### config.mk
export PLATFORM = sky130hd
export DESIGN_NAME = feac_evt_irq
export DESIGN_NICKNAME = d
export VERILOG_FILES = /design/src/rtl/feac_irq_pkg.sv /design/src/rtl/feac_evt_detect.sv /design/src/rtl/feac_sticky_w1c.sv /design/src/rtl/feac_irq_merge.sv /design/src/rtl/feac_evt_irq.sv
export SDC_FILE = /design/constraint.sdc
export NUM_CORES = 1
export LEC_CHECK = 0
export BUFFER_PORTS_ARGS = -buffer_cell sky130_fd_sc_hd__buf_2
export CAP_MARGIN = 20
export CORE_UTILIZATION = 49
export CTS_CLUSTER_SIZE = 14
export DETAILED_ROUTE_END_ITERATION = 8
export PLACE_DENSITY = 0.78
export SLEW_MARGIN = 20
export SYNTH_ARGS = -nofsm -noshare
export SYNTH_HDL_FRONTEND = slang
export SYNTH_SLANG_ARGS = --single-unit
### constraint.sdc
create_clock -name clk -period 2.4 [get_ports clk]
set_input_delay 0.24 -clock clk [delete_from_list [all_inputs] [get_ports clk]]
set_output_delay 0.24 -clock clk [all_outputs]
set_load 0.05 [all_outputs]
### src/rtl/feac_irq_pkg.sv
package feac_irq_pkg;

   localparam int NSRC = 5;

   typedef enum logic [1:0] {
      SEL_FLAGS = 2'd0,
      SEL_ENA   = 2'd1,
      SEL_GRP   = 2'd2,
      SEL_NONE  = 2'd3
   } reg_sel_e;

   typedef enum logic [1:0] {
      DET_RISE  = 2'd0,
      DET_FALL  = 2'd1,
      DET_LEVEL = 2'd2
   } det_mode_e;

endpackage

### src/rtl/feac_evt_detect.sv
module feac_evt_detect
   import feac_irq_pkg::*;
#(
   parameter det_mode_e MODE    = DET_RISE,
   parameter logic      ARM_LVL = 1'b0
) (
   input  logic clk,
   input  logic rst_n,
   input  logic live_i,
   output logic evt_o
);

   generate
      if (MODE == DET_LEVEL) begin : g_level
         logic unused_clkrst;
         assign unused_clkrst = clk ^ rst_n;
         assign evt_o = live_i;
      end else begin : g_edge
         logic prev_q;
         always_ff @(posedge clk or negedge rst_n) begin
            if (!rst_n) prev_q <= ARM_LVL;
            else        prev_q <= live_i;
         end
         if (MODE == DET_FALL) begin : g_fall
            assign evt_o = prev_q & ~live_i;
         end else begin : g_rise
            assign evt_o = live_i & ~prev_q;
         end
      end
   endgenerate

endmodule

### src/rtl/feac_sticky_w1c.sv
module feac_sticky_w1c #(
   parameter int W = 5
) (
   input  logic         clk,
   input  logic         rst_n,
   input  logic [W-1:0] set_i,
   input  logic [W-1:0] clr_i,
   output logic [W-1:0] q_o
);

   logic [W-1:0] q_q;

   for (genvar b = 0; b < W; b++) begin : g_bit
      always_ff @(posedge clk or negedge rst_n) begin
         if (!rst_n)         q_q[b] <= 1'b0;
         else if (set_i[b])  q_q[b] <= 1'b1;
         else if (clr_i[b])  q_q[b] <= 1'b0;
      end
   end

   assign q_o = q_q;

endmodule

### src/rtl/feac_irq_merge.sv
module feac_irq_merge #(
   parameter int W = 5
) (
   input  logic         clk,
   input  logic         rst_n,
   input  logic [W-1:0] flags_i,
   input  logic [W-1:0] ena_i,
   input  logic         grp_i,
   output logic         irq_o
);

   logic [W-1:0] hit;
   logic         irq_q;

   assign hit = flags_i & ena_i;

   always_ff @(posedge clk or negedge rst_n) begin
      if (!rst_n) irq_q <= 1'b0;
      else        irq_q <= grp_i & (|hit);
   end

   assign irq_o = irq_q;

endmodule

### src/rtl/feac_evt_irq.sv
module feac_evt_irq
   import feac_irq_pkg::*;
#(
   parameter int              DATA_W     = 8,
   parameter int              ADDR_W     = 2,
   parameter logic [NSRC-1:0] FALL_MASK  = 5'b01000,
   parameter logic [NSRC-1:0] LEVEL_MASK = 5'b10000,
   parameter logic [NSRC-1:0] PREV_RST   = 5'b00000
) (
   input  logic              clk,
   input  logic              rst_n,
   input  logic              tx_idle_i,
   input  logic              rx_cw_det_i,
   input  logic              rx_idle_i,
   input  logic              rx_fifo_empty_i,
   input  logic              rx_fifo_ovf_i,
   input  logic [ADDR_W-1:0] reg_addr_i,
   input  logic              reg_wr_i,
   input  logic [DATA_W-1:0] reg_wdata_i,
   output logic [DATA_W-1:0] reg_rdata_o,
   output logic              irq_o
);

   localparam int RSV_W = DATA_W - NSRC;

   // elaboration-time parameter checks
   if (DATA_W <= NSRC) begin : g_bad_dw
      $error("DATA_W must exceed the source count");
   end
   if (ADDR_W < 2) begin : g_bad_aw
      $error("ADDR_W must be at least 2");
   end
   if ((FALL_MASK & LEVEL_MASK) != '0) begin : g_bad_mask
      $error("a source cannot be both falling-edge and level");
   end

   logic [NSRC-1:0] live;
   logic [NSRC-1:0] evt;
   logic [NSRC-1:0] clr_mask;
   logic [NSRC-1:0] lat_q;
   logic [NSRC-1:0] en_q;
   logic            grp_q;
   logic            page_hit;
   reg_sel_e        sel;
   logic            wr_hit;

   assign live = {rx_fifo_ovf_i, rx_fifo_empty_i, rx_idle_i, rx_cw_det_i, tx_idle_i};

   for (genvar b = 0; b < NSRC; b++) begin : g_src
      localparam det_mode_e M = LEVEL_MASK[b] ? DET_LEVEL :
                                (FALL_MASK[b] ? DET_FALL : DET_RISE);
      feac_evt_detect #(
         .MODE    (M),
         .ARM_LVL (PREV_RST[b])
      ) u_det (
         .clk    (clk),
         .rst_n  (rst_n),
         .live_i (live[b]),
         .evt_o  (evt[b])
      );
   end

   if (ADDR_W > 2) begin : g_page
      assign page_hit = ~|reg_addr_i[ADDR_W-1:2];
   end else begin : g_nopage
      assign page_hit = 1'b1;
   end

   assign sel    = reg_sel_e'(reg_addr_i[1:0]);
   assign wr_hit = reg_wr_i & page_hit;

   assign clr_mask = (wr_hit && sel == SEL_FLAGS) ? reg_wdata_i[NSRC-1:0] : '0;

   feac_sticky_w1c #(.W(NSRC)) u_flags (
      .clk   (clk),
      .rst_n (rst_n),
      .set_i (evt),
      .clr_i (clr_mask),
      .q_o   (lat_q)
   );

   always_ff @(posedge clk or negedge rst_n) begin
      if (!rst_n) begin
         en_q  <= '0;
         grp_q <= 1'b0;
      end else if (wr_hit) begin
         if (sel == SEL_ENA) en_q  <= reg_wdata_i[NSRC-1:0];
         if (sel == SEL_GRP) grp_q <= reg_wdata_i[0];
      end
   end

   logic unused_wdata;
   assign unused_wdata = ^reg_wdata_i[DATA_W-1:NSRC];

   always_comb begin
      reg_rdata_o = '0;
      if (page_hit) begin
         unique case (sel)
            SEL_FLAGS: reg_rdata_o = {{RSV_W{1'b0}}, lat_q};
            SEL_ENA:   reg_rdata_o = {{RSV_W{1'b0}}, en_q};
            SEL_GRP:   reg_rdata_o = {{(DATA_W-1){1'b0}}, grp_q};
            default:   reg_rdata_o = '0;
         endcase
      end
   end

   feac_irq_merge #(.W(NSRC)) u_irq (
      .clk     (clk),
      .rst_n   (rst_n),
      .flags_i (lat_q),
      .ena_i   (en_q),
      .grp_i   (grp_q),
      .irq_o   (irq_o)
   );

endmodule

==> flow_summary.toml <==
[global_routing]
grt_pass1_vias = 547
grt_pass1_wl_um = 2540
grt_max_degree = 17
overflow = 0
antenna_found_initial = 0
grt_usage_pct = 19.9

[setup_path]
start_kind = "flip-flop"
cp_max_fo = 3
r2r_slack_ns = 1.40
cp_data_required_time_ns = 2.16
rr_worst_depth = 2
critPathLaunch = "u_flags.q_o[0]"
critPathKind = "reg -> out"
r2r_end = "u_irq.irq_o"
crit_end = "reg_rdata_o[0]"
cp-end-kind = "primary output"
r2r-start = "u_flags.q_o[1]"
path_cells = "mux2i_1, o21ai_1, buf_2"
cp.arrival_ns = 1.14
crit_path_max_incr_delay_ns = 0.39
crit_slowest_cell = "dfrtp_1"

[synthesis]
netlist.area_leader.share_pct = 51.1
synthesis.area_um2 = 783
synth-seq-cells = 16
synth_cell_types = 18
seq_area_frac_synth_pct = 51.1
synth_area_leaders = "dfrtp_1 (51%), mux2_4 (12%), mux2i_1 (6.4%), nor4bb_1 (5.1%), inv_1 (3.8%)"
post-synth-top-area-cell = "dfrtp_1"
ys_warn_count = 0
syn-mean-instance-area_um2 = 12.6
synthCells = 62

[finish]
final-seq-area_um2 = 400
layout.cells.non_filler = 99
fin_util_pct = 59.6
layout.nets = 103
area_growth_pct = 14.7
final_area_um2 = 898
layout_common_cells = "buf_2 (20), dfrtp_1 (16), inv_1 (8)"
multi_input_area_um2 = 315
layout-drive-gt1-share_pct = 36.1
fillers = 132
mostFrequentLayoutCell = "buf_2"
diodes = 0

[power]
p_leak_nw = 0.486
power-per-cell-area_mw_per_mm2 = 709
switching_share_pct = 32.7
seqPwrFrac_pct = 51.3
clock_power_share_pct = 21.5
p_int_mw = 0.429
switchingPower_mw = 0.208
p_comb_share_pct = 27.2
irDropWorstVdd_mv = 0.388
power_mw = 0.637

[sta]
hold_ws_ns = 0.0702
min_period_ns = 1.38
fin_worst_skew_ns = 0.00374
timing.final.crit_share_pct = 57.6
rsz0062_at_grt = "no"
setup_viol = 0
setup_ws_ns = 1.02
tns_ns = 0
max_freq_ghz = 0.723
hold_viol_final = 0
slew_viol_final = 0

[detailed_routing]
drt_iter0_drc = 7
dr_total_vias = 552
via_per_inst = 5.58
antenna_left = 0
wl_per_cell_um = 15.2
drc = 0
drtPass1Iterations = 4
wirelength_um = 1500

[floorplan]
fp.dieH_um = 42.0
core_area_mm2 = 0.00151
die_w_um = 42.0
dieArea_mm2 = 0.00176
start_util_pct = 52.0
ios = 27
rows = 14

[placed_design]
dpl_cell_area_um2 = 866
gp_congestion = 0.669
pre_cts_ws_ns = 1.12
place_inst = 95
dp_hpwl_um = 1020
io_buffers = 20

[clock_network]
ctsHtreeMaxLevel = 1
clock_path_buffers = 2
clockRootBuffer = "clkbuf_4"
clk_pin_slew_ns = 0.09
cts_setup_buffers = 0
clk-insertion-delay-late_ns = 0.28
cts.sinks = 16
cts_tree = "done"
numCtsBuffers = 3

[hold_path]
hold_class = "in -> reg"

[flow_run]
maxCapViolCount = 0

[run_status]
status = "complete, no violations"
## flip-flops by register name, summed over array words and instances (netlist names)
register,flops
u_flags.q_o,5
grp_q,1
g_src.u_det.g_edge.prev_q,4
u_irq.irq_o,1
en_q,5
## Yosys cell counts
master	n
mux2i_1	5
mux2_4	6
dfrtp_1	16
buf_6	2
conb_1	1
inv_1	8
nor2_1	4
o22ai_1	4
a222oi_1	1
a21boi_0	1
o21ai_1	1
nand4bb_1	1
nor4bb_1	4
a21o_1	1
a22oi_1	1
nand3b_4	1
nand3b_1	2
buf_4	3
## cell type report
type / instances / area share, %
Clock buffer: 3 / 2.51
Inverter: 8 / 3.34
Multi-Input combinational cell: 35 / 35.1
Sequential cell: 16 / 44.6
Tap cell: 16 / 2.23
Timing Repair Buffer: 21 / 12.3
## logic make-up (layout without fill, tap and decap cells)
kind of cell / Yosys count / in the layout / share of synthesized area (%)
flip-flops: 16 / 16 / 51.1
buffers and inverters: 13 / 32 / 9.58
AND/OR/NAND/NOR: 12 / 12 / 12.9
multiplexers: 11 / 11 / 17.9
AO/OA/AOI/OAI: 9 / 9 / 7.99
other: 1 / 3 / 0.479
## power by group through the flow
stage / Sequential, mW / Clock (mW) / Combinational [mW]
5_1_grt: 0.330 / 0.156 / 0.184
6_report: 0.327 / 0.137 / 0.173
2_1_floorplan: 0.338 / 0 / 0.123
3_3_place_gp: 0.330 / 0 / 0.167
3_5_place_dp: 0.332 / 0 / 0.172
4_1_cts: 0.327 / 0.140 / 0.174
## what timing repair did
action / CTS / global route
hold endpoints to repair: 16 / 0
hold buffers: 1 / 0
gates resized for setup: 0 / 0
## layer usage
| layer | global-route usage [%] | vias to the layer above | wire [µm] |
|---|---|---|---|
| met5 | 0 | - | 0 |
| met4 | 11.6 | 0 | 39 |
| met3 | 2.59 | 5 | 51 |
| met2 | 32.5 | 21 | 701 |
| met1 | 25.2 | 269 | 707 |
| li1 | - | 257 | - |
## worst max-delay path, delay by kind of cell, from the launching register on
kind | cells | cell delay, ns
DFF | 1 | 0.39
AOI/OAI and AO/OA | 1 | 0.11
muxes | 1 | 0.08
buffers and inverters | 1 | 0.27
## worst min path at each step
stage	start	to	slack (ns)	cells past startpoint
2_1_floorplan	rst_n	en_q[0]	-0.06	0
3_3_place_gp	rst_n	u_flags.q_o[1]	0.16	1
3_5_place_dp	rst_n	g_src[1].u_det.g_edge.prev_q	0.17	1
4_1_cts	rx_idle_i	g_src[2].u_det.g_edge.prev_q	0.07	1
5_1_grt	rx_idle_i	g_src[2].u_det.g_edge.prev_q	0.06	1
6_report	rx_idle_i	g_src[2].u_det.g_edge.prev_q	0.07	1
No activity file was read; power rests on OpenSTA's default activity.
